### src/rtl/pwr_companion_pkg.sv
package pwr_companion_pkg;
  localparam int IDX_W = 5;

  localparam logic [IDX_W-1:0] IX_IDENT   = 5'h00;
  localparam logic [IDX_W-1:0] IX_IRQ_ST  = 5'h01;
  localparam logic [IDX_W-1:0] IX_IRQ_MSK = 5'h02;
  localparam logic [IDX_W-1:0] IX_CALIB   = 5'h06;
  localparam logic [IDX_W-1:0] IX_CONV    = 5'h08;
  localparam logic [IDX_W-1:0] IX_SAMPLE  = 5'h09;
  localparam logic [IDX_W-1:0] IX_CTRL1   = 5'h0D;
  localparam logic [IDX_W-1:0] IX_CTRL2   = 5'h0E;
  localparam logic [IDX_W-1:0] IX_PSTAT   = 5'h16;
  localparam logic [IDX_W-1:0] IX_WDOG    = 5'h17;

  // interrupt source bit positions
  localparam int SRC_KEY  = 0;
  localparam int SRC_HOOK = 6;
  localparam int SRC_HEAD = 7;
  localparam int SRC_CONV = 8;

  // control word 1 bit positions
  localparam int C1_SHUT_EN = 1;
  localparam int C1_JACK_A  = 8;
  localparam int C1_JACK_B  = 10;

  // power status bit driven by the key
  localparam int PS_KEY_UP = 5;
endpackage

### src/rtl/pwr_irq_unit.sv
module pwr_irq_unit #(
  parameter int W = 16
) (
  input  logic         clk,
  input  logic         rst,
  input  logic         tgl_en,
  input  logic [W-1:0] tgl_val,
  input  logic         mask_we,
  input  logic [W-1:0] mask_val,
  input  logic [W-1:0] set_bits,
  output logic [W-1:0] stat_q,
  output logic [W-1:0] mask_q,
  output logic         irq_q
);
  logic [W-1:0] stat_nx;
  logic [W-1:0] mask_nx;

  always_comb begin
    stat_nx = tgl_en ? (stat_q ^ tgl_val) : stat_q;
    stat_nx = stat_nx | set_bits;
    mask_nx = mask_we ? mask_val : mask_q;
  end

  always_ff @(posedge clk) begin
    if (rst) begin
      stat_q <= '0;
      mask_q <= '1;
      irq_q  <= 1'b0;
    end else begin
      stat_q <= stat_nx;
      mask_q <= mask_nx;
      irq_q  <= |(stat_nx & ~mask_nx);
    end
  end
endmodule

### src/rtl/pwr_conv_port.sv
module pwr_conv_port #(
  parameter int W        = 16,
  parameter int CHANNELS = 16,
  parameter int RES_W    = 10
) (
  input  logic                      clk,
  input  logic                      rst,
  input  logic                      sel_we,
  input  logic [$clog2(CHANNELS)-1:0] sel_val,
  input  logic [CHANNELS*RES_W-1:0] adc_flat,
  output logic [W-1:0]              rd_word
);
  localparam int CW  = $clog2(CHANNELS);
  localparam int PAD = W - CW - RES_W;

  logic [RES_W-1:0] res_arr [CHANNELS];
  logic [CW-1:0]    chan_q;

  for (genvar g = 0; g < CHANNELS; g++) begin : g_unpack
    assign res_arr[g] = adc_flat[g*RES_W +: RES_W];
  end

  always_ff @(posedge clk) begin
    if (rst)         chan_q <= '0;
    else if (sel_we) chan_q <= sel_val;
  end

  assign rd_word = {{PAD{1'b0}}, chan_q, res_arr[chan_q]};
endmodule

### src/rtl/pwr_ctrl_bank.sv
module pwr_ctrl_bank
  import pwr_companion_pkg::*;
#(
  parameter int          W           = 16,
  parameter logic [15:0] CALIB_INIT  = 16'h0001,
  parameter logic [15:0] SAMPLE_INIT = 16'h00FF,
  parameter logic [15:0] PSTAT_INIT  = 16'h0020
) (
  input  logic             clk,
  input  logic             rst,
  input  logic             wr_en,
  input  logic [IDX_W-1:0] idx,
  input  logic [W-1:0]     wdata,
  input  logic             key_evt,
  input  logic             key_pressed,
  output logic [W-1:0]     calib_q,
  output logic [W-1:0]     ctrl1_q,
  output logic [W-1:0]     ctrl2_q,
  output logic [W-1:0]     sample_q,
  output logic [W-1:0]     pstat_q,
  output logic             shut_q
);
  always_ff @(posedge clk) begin
    if (rst) begin
      calib_q  <= CALIB_INIT[W-1:0];
      ctrl1_q  <= '0;
      ctrl2_q  <= '0;
      sample_q <= SAMPLE_INIT[W-1:0];
      pstat_q  <= PSTAT_INIT[W-1:0];
      shut_q   <= 1'b0;
    end else begin
      shut_q <= wr_en && (idx == IX_WDOG) && (wdata == '0) && ctrl1_q[C1_SHUT_EN];
      if (wr_en) begin
        case (idx)
          IX_CALIB:  calib_q  <= wdata;
          IX_CTRL1:  ctrl1_q  <= wdata;
          IX_CTRL2:  ctrl2_q  <= wdata;
          IX_SAMPLE: sample_q <= sample_q & ~wdata;
          default: ;
        endcase
      end
      if (key_evt) pstat_q[PS_KEY_UP] <= ~key_pressed;
    end
  end
endmodule

### src/rtl/pwr_companion_regs.sv
module pwr_companion_regs
  import pwr_companion_pkg::*;
#(
  parameter int          W          = 16,
  parameter int          CHANNELS   = 16,
  parameter int          RES_W      = 10,
  parameter logic [15:0] IDENT_BASE = 16'h0215,
  parameter int          VARIANT_BIT = 7
) (
  input  logic                      clk,
  input  logic                      rst,
  input  logic                      wr_en,
  input  logic                      rd_en,
  input  logic [IDX_W-1:0]          reg_idx,
  input  logic [W-1:0]              wr_data,
  output logic [W-1:0]              rd_data,
  input  logic                      variant_strap,
  input  logic                      key_evt,
  input  logic                      key_pressed,
  input  logic                      head_evt,
  input  logic                      hook_evt,
  input  logic [CHANNELS*RES_W-1:0] adc_values,
  output logic                      irq_out,
  output logic                      shutdown_req
);
  localparam int CW = $clog2(CHANNELS);

  logic [W-1:0] stat_q, mask_q, set_bits;
  logic [W-1:0] calib_q, ctrl1_q, ctrl2_q, sample_q, pstat_q;
  logic [W-1:0] conv_word, ident_word, rd_nx;
  logic         jack_en, conv_we;

  assign jack_en = ctrl1_q[C1_JACK_A] && ctrl1_q[C1_JACK_B];
  assign conv_we = wr_en && (reg_idx == IX_CONV);

  always_comb begin
    set_bits = '0;
    set_bits[SRC_KEY]  = key_evt;
    set_bits[SRC_HEAD] = head_evt && jack_en;
    set_bits[SRC_HOOK] = hook_evt && jack_en;
    set_bits[SRC_CONV] = conv_we;
  end

  pwr_irq_unit #(.W(W)) irq_i (
    .clk      (clk),
    .rst      (rst),
    .tgl_en   (wr_en && (reg_idx == IX_IRQ_ST)),
    .tgl_val  (wr_data),
    .mask_we  (wr_en && (reg_idx == IX_IRQ_MSK)),
    .mask_val (wr_data),
    .set_bits (set_bits),
    .stat_q   (stat_q),
    .mask_q   (mask_q),
    .irq_q    (irq_out)
  );

  pwr_conv_port #(.W(W), .CHANNELS(CHANNELS), .RES_W(RES_W)) conv_i (
    .clk      (clk),
    .rst      (rst),
    .sel_we   (conv_we),
    .sel_val  (wr_data[RES_W +: CW]),
    .adc_flat (adc_values),
    .rd_word  (conv_word)
  );

  pwr_ctrl_bank #(.W(W)) ctrl_i (
    .clk         (clk),
    .rst         (rst),
    .wr_en       (wr_en),
    .idx         (reg_idx),
    .wdata       (wr_data),
    .key_evt     (key_evt),
    .key_pressed (key_pressed),
    .calib_q     (calib_q),
    .ctrl1_q     (ctrl1_q),
    .ctrl2_q     (ctrl2_q),
    .sample_q    (sample_q),
    .pstat_q     (pstat_q),
    .shut_q      (shutdown_req)
  );

  always_comb begin
    ident_word = IDENT_BASE[W-1:0];
    ident_word[VARIANT_BIT] = variant_strap;
    case (reg_idx)
      IX_IDENT:   rd_nx = ident_word;
      IX_IRQ_ST:  rd_nx = stat_q;
      IX_IRQ_MSK: rd_nx = mask_q;
      IX_CALIB:   rd_nx = calib_q;
      IX_CONV:    rd_nx = conv_word;
      IX_SAMPLE:  rd_nx = sample_q;
      IX_CTRL1:   rd_nx = ctrl1_q;
      IX_CTRL2:   rd_nx = ctrl2_q;
      IX_PSTAT:   rd_nx = pstat_q;
      default:    rd_nx = '0;
    endcase
  end

  always_ff @(posedge clk) begin
    if (rst)        rd_data <= '0;
    else if (rd_en) rd_data <= rd_nx;
  end
endmodule

### config.mk
export PLATFORM = sky130hd
export DESIGN_NAME = pwr_companion_regs
export DESIGN_NICKNAME = d
export VERILOG_FILES = /design/src/rtl/pwr_companion_pkg.sv /design/src/rtl/pwr_irq_unit.sv /design/src/rtl/pwr_conv_port.sv /design/src/rtl/pwr_ctrl_bank.sv /design/src/rtl/pwr_companion_regs.sv
export SDC_FILE = /design/constraint.sdc
export NUM_CORES = 1
export LEC_CHECK = 0
export BUFFER_PORTS_ARGS = -buffer_cell sky130_fd_sc_hd__buf_4
export CAP_MARGIN = 20
export CORE_MARGIN = 5
export CORE_UTILIZATION = 56
export CTS_CLUSTER_DIAMETER = 60
export CTS_CLUSTER_SIZE = 28
export DETAILED_ROUTE_END_ITERATION = 10
export PLACE_DENSITY = 0.86
export SLEW_MARGIN = 20
export SYNTH_ARGS = -nofsm -noshare
export SYNTH_HDL_FRONTEND = slang
export SYNTH_SLANG_ARGS = --single-unit
export TNS_END_PERCENT = 1
### constraint.sdc
create_clock -name clk -period 6 [get_ports clk]
set_clock_uncertainty 0.15 [all_clocks]
set_input_delay 0.6 -clock clk [delete_from_list [all_inputs] [get_ports clk]]
set_output_delay 0.6 -clock clk [all_outputs]
set_load 0.005 [all_outputs]
==> results of run 1 <==
per-stage QoR:
stage               utilization  power, W  instance area [µm²]
floorplan                     -  0.000917                 6720
global placement          0.693   0.00105                 8260
detailed placement        0.693   0.00105                 8260
CTS                       0.739   0.00197                 8800
global route              0.739   0.00202                 8800
finish                    0.739   0.00198                 8800
registers in the layout, indices dropped and copies added (netlist names), 4 cells and up:
signal / cells
ctrl_i.sample_q: 16
conv_i.chan_q: 4
ctrl_i.ctrl2_q: 16
irq_i.mask_q: 16
irq_i.stat_q: 16
ctrl_i.ctrl1_q: 16
ctrl_i.calib_q: 16
rd_data: 16
final cells by class:
type	instances	area (µm²)	area share
Multi-Input combinational cell	556	4010	0.455
Sequential cell	119	2380	0.271
Timing Repair Buffer	217	1630	0.185
Clock buffer	22	464	0.0527
Tap cell	147	184	0.0209
Clock inverter	9	77.6	0.00881
Inverter	15	56.3	0.00640
where the power goes:
group	leakage (nW)	switching, W	internal (W)	total (W)
clock	0.262	0.000352	0.000583	0.000935
combinational	2.41	0.000109	0.000126	0.000235
sequential	0.962	0.00000765	0.000798	0.000806
total	3.64	0.000469	0.00151	0.00198
metal layers:
layer | vias up | GRT usage | part of all wire
met5 | - | 0 | 0.00051
met1 | 3390 | 0.475 | 0.39
met3 | 100 | 0.0919 | 0.11
met4 | 2 | 0.123 | 0.034
li1 | 3142 | - | -
met2 | 510 | 0.544 | 0.46
worst min-delay path by stage:
stage,startpoint,endpoint,slack (ps),depth (start not counted)
2_1_floorplan,ctrl_i.sample_q[13]$_SDFFE_PP0P_,ctrl_i.sample_q[13]$_SDFFE_PP0P_,260,2
3_3_place_gp,ctrl_i.sample_q[15]$_SDFFE_PP0P_,ctrl_i.sample_q[15]$_SDFFE_PP0P_,270,2
3_5_place_dp,ctrl_i.sample_q[8]$_SDFFE_PP0P_,ctrl_i.sample_q[8]$_SDFFE_PP0P_,280,2
4_1_cts,wr_data[12],ctrl_i.sample_q[12]$_SDFFE_PP0P_,260,2
5_1_grt,wr_data[12],ctrl_i.sample_q[12]$_SDFFE_PP0P_,260,2
6_report,wr_data[12],ctrl_i.sample_q[12]$_SDFFE_PP0P_,280,2
synth_stat cells, types with 9 or more instances:
| cell type | count |
|---|---|
| sky130_fd_sc_hd__a211oi_1 | 13 |
| sky130_fd_sc_hd__inv_1 | 14 |
| sky130_fd_sc_hd__a21oi_1 | 61 |
| sky130_fd_sc_hd__nand2b_1 | 13 |
| sky130_fd_sc_hd__mux2i_1 | 39 |
| sky130_fd_sc_hd__a31oi_1 | 12 |
| sky130_fd_sc_hd__nor2_1 | 97 |
| sky130_fd_sc_hd__nor3_1 | 9 |
| sky130_fd_sc_hd__clkbuf_1 | 48 |
| sky130_fd_sc_hd__mux4_2 | 40 |
| sky130_fd_sc_hd__a22oi_1 | 50 |
| sky130_fd_sc_hd__nand3_1 | 25 |
| sky130_fd_sc_hd__nor2b_1 | 16 |
| sky130_fd_sc_hd__a221o_1 | 10 |
| sky130_fd_sc_hd__xor2_1 | 9 |
| sky130_fd_sc_hd__nand2_1 | 82 |
| sky130_fd_sc_hd__dfxtp_1 | 119 |
| sky130_fd_sc_hd__buf_2 | 15 |
worst max-delay path, stage by stage:
cell	delay, ps
sky130_fd_sc_hd__buf_4	170
sky130_fd_sc_hd__nor4b_1	740
sky130_fd_sc_hd__nand2_1	840
sky130_fd_sc_hd__nand2_1	230
sky130_fd_sc_hd__a222oi_1	90
sky130_fd_sc_hd__a2111oi_1	400
sky130_fd_sc_hd__a41oi_1	180
logic make-up (layout without fill, tap and decap cells):
group / count (synthesis) / after routing
AND/OR/NAND/NOR: 267 / 267
multiplexers: 79 / 79
AO/OA/AOI/OAI: 194 / 194
buffers and inverters: 84 / 263
flip-flops: 119 / 119
XOR/XNOR: 16 / 16
==> impl_results.rst, run 1 <==
.. list-table::
   :header-rows: 1

   * - Metric
     - Value
   * - Clock insertion delay at the later pin of the skew report
     - between 400 and 500 ps
   * - Logic depth of the worst register-to-register path
     - 6
   * - Number of nets with antenna violations after detailed routing
     - 0
   * - Core Footprint
     - between 10000 and 15000 µm²
   * - Syn Nets
     - 949
   * - Count of standard-cell rows
     - 40
   * - Area growth from synthesis to layout
     - 30.9%
   * - Count of maximum capacitance violations
     - 0
   * - Via density per instance
     - ~6.6
   * - Total count of max-transition violations in the final report
     - 0
   * - Initial standard-cell utilization of the core
     - 0.564
   * - Peak ir drop on the vdd network
     - about 300 µV
   * - Synthesized-area fraction occupied by xor and xnor cells
     - 0.0208
   * - Worst setup path end
     - irq_i.irq_q$_SDFF_PP0_
   * - HPWL after DPL
     - 18300 µm
   * - Result of the run
     - complete, no violations
   * - Async set-or-reset flop fraction in the synthesized netlist
     - 0
   * - Final layout net count
     - about 1100
   * - Highest clock frequency the design can meet
     - between 0.3 and 0.4 GHz
   * - Cell type with the largest total area after synthesis
     - sky130_fd_sc_hd__dfxtp_1
   * - TNS Setup
     - 0 ps
   * - Final Setup Violations
     - 0
   * - Post-route DRC violation count
     - 0
   * - Least-Margin Pin Slew
     - approximately 1100 ps
   * - Antenna violations before repair
     - 1
   * - Number of DRC markers after the initial detailed-route iteration
     - between 1000 and 1500
   * - Count of antenna diodes in the layout
     - 0
   * - Port Buffer Count
     - approximately 210
   * - CP Class
     - primary input to register
   * - Share of post-route cells with drive strength above 1
     - 0.313
   * - Cell variety after synth
     - 55
   * - Leakage
     - 3.64 nW
   * - Total congestion overflow
     - 0
   * - Required time of the worst setup path
     - between 6000 and 7000 ps
   * - Multiplexer share of the synthesized area
     - 0.192
   * - Remaining max-slew budget at the tightest pin
     - 0.259
   * - Cells after Synth
     - around 760
   * - Endpoint of the worst-slack reg-to-reg timing path
     - rd_data[0]$_SDFFE_PP0P_
   * - Netlist area before placement
     - a little under 7000 µm²
   * - Portion of the post-synthesis area used by sequential elements
     - 0.354
   * - Number of buffers added to fix hold violations after cts
     - 0
   * - Reg-to-reg slack, setup
     - 2960 ps
   * - Commonest non-fill, non-tap cells in the layout
     - 217 x sky130_fd_sc_hd__buf_4, 118 x sky130_fd_sc_hd__dfxtp_1, 97 x sky130_fd_sc_hd__nor2_1, 82 x sky130_fd_sc_hd__nand2_1, 61 x sky130_fd_sc_hd__a21oi_1
   * - Compound-gate portion of the synthesized area
     - 0.199
   * - Register clock-pin slew on the reported worst setup and hold paths
     - around 50 ps
   * - Post-route clock period utilization
     - 0.529
   * - Simple logic cell fraction of the synthesized area
     - 0.181
   * - Top cells by area, synth
     - sky130_fd_sc_hd__dfxtp_1 35%, sky130_fd_sc_hd__mux4_2 13%, sky130_fd_sc_hd__mux2i_1 5.8%, sky130_fd_sc_hd__a22oi_1 5.6%, sky130_fd_sc_hd__nor2_1 5.4%
   * - Crit path setup slack, layout
     - 2820 ps
   * - First-pass GRT wire length
     - 38900 µm
   * - Max clock buf depth
     - 2
   * - Total track usage
     - 0.350
   * - Post-layout instance count excluding filler cells
     - ~1100
   * - Number of global-route vias before repair
     - around 7000
   * - Dominant combinational cell family by area after synthesis
     - compound AO/OA/AOI/OAI gates
   * - Worst setup slack before clock tree synthesis
     - between 2000 and 3000 ps
   * - Number of cells upsized or downsized after cts
     - 0
   * - TritonCTS clock tree
     - done
   * - Number of inserted filler cells in the final layout
     - 877
   * - Unrepaired setup endpoints after global routing
     - false
   * - Most frequent standard cell in the layout excluding fill and tap cells
     - sky130_fd_sc_hd__buf_4
   * - Area share of the leading cell type in the synthesized netlist
     - 0.354
   * - Crit path arrival time
     - roughly 3300 ps
   * - Syn avg cell area
     - 8.86 µm²
   * - Critical Path Start Type
     - primary input
   * - Number of optimization iterations in the first detailed-route pass
     - 7
   * - Final Routed Wirelength
     - between 20000 and 30000 µm
   * - Number of storage elements in the synthesis netlist
     - about 120
   * - Hold Crit Class
     - primary input to register
   * - Clock root cell
     - sky130_fd_sc_hd__clkbuf_16
   * - Largest net degree at the start of global routing
     - 93
   * - Top flip-flop cell by instance count after synthesis
     - sky130_fd_sc_hd__dfxtp_1
   * - Wirelength per Cell
     - between 20 and 25 µm
   * - Number of warnings reported in the yosys synthesis log
     - 0
   * - Kind of capture point of the worst setup path
     - register
   * - Number of hold violations in the final report
     - 0
   * - Final worst path period need
     - 3180 ps
   * - Arithmetic-cell share of the synthesized area counting full adders, half adders and majority gates
     - 0
   * - Number of placed instances, taps included
     - 1054
   * - Die area
     - roughly 14000 µm²
   * - Worst-path fanout max
     - 29
   * - Final weighted congestion of routability-driven global placement
     - roughly 1
   * - Count of clock tree sinks
     - 119
   * - Launching point of the worst reg2reg path
     - conv_i.chan_q[0]$_SDFFE_PP0P_
   * - H-tree Lvls
     - 4
   * - Count of buffers added by post-CTS timing repair for setup
     - 0
   * - Number of top-level pins
     - ~210
   * - Worst hold slack
     - about 280 ps
   * - DR vias
     - 7144
   * - Crit path from
     - reg_idx[2]
   * - Num CTS Buffers
     - 17
   * - Die width
     - between 100 and 150 µm
   * - Die span in y
     - approximately 120 µm
   * - Post-synth EDFFs
     - 0
   * - Power density of the placed cells
     - 225 nW/µm²
Power figures use the tool's default switching activity.
==> run 2, diff against run 1 <==
--- a/config.mk
+++ b/config.mk
@@ -8,11 +8,11 @@
 export BUFFER_PORTS_ARGS = -buffer_cell sky130_fd_sc_hd__buf_4
 export CAP_MARGIN = 20
 export CORE_MARGIN = 5
-export CORE_UTILIZATION = 56
+export CORE_UTILIZATION = 47
 export CTS_CLUSTER_DIAMETER = 60
 export CTS_CLUSTER_SIZE = 28
 export DETAILED_ROUTE_END_ITERATION = 10
-export PLACE_DENSITY = 0.86
+export PLACE_DENSITY = 0.77
 export SLEW_MARGIN = 20
 export SYNTH_ARGS = -nofsm -noshare
 export SYNTH_HDL_FRONTEND = slang
==> constraint.sdc (replaced) <==
create_clock -name clk -period 2.9 [get_ports clk]
set_clock_uncertainty 0.15 [all_clocks]
set_input_delay 0.29 -clock clk [delete_from_list [all_inputs] [get_ports clk]]
set_output_delay 0.29 -clock clk [all_outputs]
set_load 0.005 [all_outputs]
==> run 2 against run 1 <==
  * Largest power group unchanged
  * Final cell count grew 5.1%
  * Worst hold slack lost 260 ps
  * Largest cell class unchanged
  * Register-to-register slack lost 2500 ps
==> impl_results.rst, run 2 (same netlist as run 1, synthesis figures left out) <==
.. list-table::
   :header-rows: 1

   * - Metric
     - Value
   * - Hold Crit Class
     - primary input to register
   * - Num CTS Buffers
     - 17
   * - Least-Margin Pin Slew
     - about 990 ps
   * - Result of the run
     - complete, no violations
   * - Highest clock frequency the design can meet
     - slightly above 0.4 GHz
   * - Combined buffer and inverter count along the critical path
     - 1
   * - Antenna violations before repair
     - 0
   * - Clock insertion delay at the later pin of the skew report
     - 410 ps
   * - Reg-to-reg slack, setup
     - ~450 ps
   * - Number of stages on the worst setup path
     - 6
   * - Launching point of the worst reg2reg path
     - conv_i.chan_q[0]$_SDFFE_PP0P_
   * - Wire length on met3
     - around 2300 µm
   * - Total track usage
     - 0.290
   * - Hold path startpoint
     - wr_data[9]
   * - Unrepaired setup endpoints after global routing
     - false
   * - Via density per instance
     - about 6
   * - Kind of capture point of the worst setup path
     - register
   * - Final Routed Wirelength
     - ~25000 µm
   * - CP peak stage delay
     - 630 ps
   * - Power density of the placed cells
     - roughly 470 nW/µm²
   * - Core Footprint
     - around 14000 µm²
   * - Number of global-route vias before repair
     - 6700
   * - Ordered cell list for the critical path
     - buf_12 -> mux4_2 -> nor2b_1 -> a211oi_1 -> a21oi_1 -> a221o_1
   * - Number of nets with antenna violations after detailed routing
     - 0
   * - DR vias
     - 6990
   * - Endpoint of the worst-slack reg-to-reg timing path
     - rd_data[8]$_SDFFE_PP0P_
   * - Commonest non-fill, non-tap cells in the layout
     - 231 x sky130_fd_sc_hd__buf_4, 118 x sky130_fd_sc_hd__dfxtp_1, 97 x sky130_fd_sc_hd__nor2_1, 82 x sky130_fd_sc_hd__nand2_1, 61 x sky130_fd_sc_hd__a21oi_1
   * - Logic depth of the worst register-to-register path
     - 6
   * - Die area
     - around 17000 µm²
   * - Crit path max-delay family
     - flip-flops
   * - Worst hold slack
     - 19.6 ps
   * - Peak ir drop on the vdd network
     - 442 µV
   * - Number of top-level pins
     - roughly 210
   * - Critical Path Start Type
     - register
   * - Count of standard-cell rows
     - 43
   * - Most frequent standard cell in the layout excluding fill and tap cells
     - sky130_fd_sc_hd__buf_4
   * - Post-route DRC violation count
     - 0
   * - TritonCTS clock tree
     - done
   * - Die span in y
     - approximately 130 µm
   * - Highest metal layer with signal wires
     - met4
   * - Required time of the worst setup path
     - 3050 ps
   * - Final weighted congestion of routability-driven global placement
     - 0.952
   * - Number of cells upsized or downsized after cts
     - 0
   * - TNS Setup
     - 0 ps
   * - Remaining max-slew budget at the tightest pin
     - 0.339
   * - Share of post-route cells with drive strength above 1
     - 0.326
   * - Port Buffer Count
     - just over 200
   * - End point of the worst hold path
     - ctrl_i.sample_q[9]$_SDFFE_PP0P_
   * - Final Setup Violations
     - 0
   * - Largest net degree at the start of global routing
     - between 90 and 100
   * - Count of antenna diodes in the layout
     - 0
   * - Number of optimization iterations in the first detailed-route pass
     - 6
   * - Register clock-pin slew on the reported worst setup and hold paths
     - 60 ps
   * - Final layout net count
     - 1138
   * - Wirelength per Cell
     - 21.8 µm
   * - Crit path arrival time
     - about 2600 ps
   * - Initial standard-cell utilization of the core
     - 0.482
   * - CP Class
     - register to register
   * - Hold path cells
     - 2
   * - H-tree Lvls
     - 4
   * - Count of maximum capacitance violations
     - 0
   * - Total congestion overflow
     - 0
   * - Max stage delay cell, worst path
     - sky130_fd_sc_hd__dfxtp_2
   * - Total count of max-transition violations in the final report
     - 0
   * - Number of hold violations in the final report
     - 0
   * - HPWL after DPL
     - between 15000 and 20000 µm
   * - Clock root cell
     - sky130_fd_sc_hd__clkbuf_16
   * - Number of DRC markers after the initial detailed-route iteration
     - around 830
   * - Amount of wire on met2 after detailed routing
     - approximately 12000 µm
   * - Post-route clock period utilization
     - 0.844
   * - Wire length the detailed router placed on met1
     - 10000 µm
   * - Worst-path fanout max
     - 23
   * - Max clock buf depth
     - 2
   * - Count of clock tree sinks
     - roughly 120
   * - Leakage
     - 3.77 nW
   * - First-pass GRT wire length
     - about 37000 µm
   * - Area growth from synthesis to layout
     - 35.4%
   * - Final worst path period need
     - 2450 ps
   * - Die width
     - 130 µm
-- run 2: cell types whose count changed in the layout (fill, tap and decap cells not counted), sizes merged --
cell         change
buf             +17
bufinv           +2
clkbuf           -3
clkinv           -1
clkinvlp         +1
dlygate4sd3      +5
inv              +1
-- run 2: timing repair --
| action | 4_1_cts | 5_1_grt |
|---|---|---|
| hold endpoints to repair | 6 | 0 |
| hold buffers | 5 | 0 |
| buffers inserted | 0 | 0 |
-- run 2: report_power, final --
| part | internal [W] | switching (W) | total (W) |
|---|---|---|---|
| registers | 0.00165 | 0.0000146 | 0.00167 |
| logic | 0.000270 | 0.000219 | 0.000489 |
| clock network | 0.00137 | 0.000769 | 0.00214 |
| total | 0.00329 | 0.00100 | 0.00429 |
-- run 2: worst max path at each step --
| stage | startpoint | to | slack (ps) |
|---|---|---|---|
| floorplan | conv_i.chan_q[0]$_SDFFE_PP0P_ | rd_data[1]$_SDFFE_PP0P_ | 540 |
| detailed placement | reg_idx[2] | irq_i.irq_q$_SDFF_PP0_ | 330 |
| finish | conv_i.chan_q[0]$_SDFFE_PP0P_ | rd_data[8]$_SDFFE_PP0P_ | 450 |
| global placement | reg_idx[2] | irq_i.irq_q$_SDFF_PP0_ | 370 |
| global route | conv_i.chan_q[0]$_SDFFE_PP0P_ | rd_data[5]$_SDFFE_PP0P_ | 270 |
| CTS | conv_i.chan_q[0]$_SDFFE_PP0P_ | rd_data[6]$_SDFFE_PP0P_ | 420 |
-- run 2: cell type report --
class	count	area [µm²]
flip-flops and latches	119	2380
well taps	180	225
clock buffers	19	443
repair buffers	239	1840
clock inverters	12	153
inverters	15	56.3
multi-input cells	556	4000
fillers	1182	4830
-- run 2: metal layers --
| layer | vias up | track usage |
|---|---|---|
| li1 | 3192 | - |
| met1 | 3335 | 0.405 |
| met2 | 398 | 0.444 |
| met3 | 65 | 0.0639 |
| met4 | 0 | 0.103 |
| met5 | - | 0 |
-- run 2: stage by stage --
stage                     std cells  power [W]  cell area, µm²  setup slack [ps]  utilization
after floorplan                 759    0.00190            6720               542            -
after global placement         1104    0.00217            8460               372        0.607
after detailed placement       1104    0.00217            8460               333        0.607
after CTS                      1140    0.00428            9100               421        0.653
after global routing           1140    0.00442            9100               269        0.653
final                          1140    0.00429            9100               454        0.653
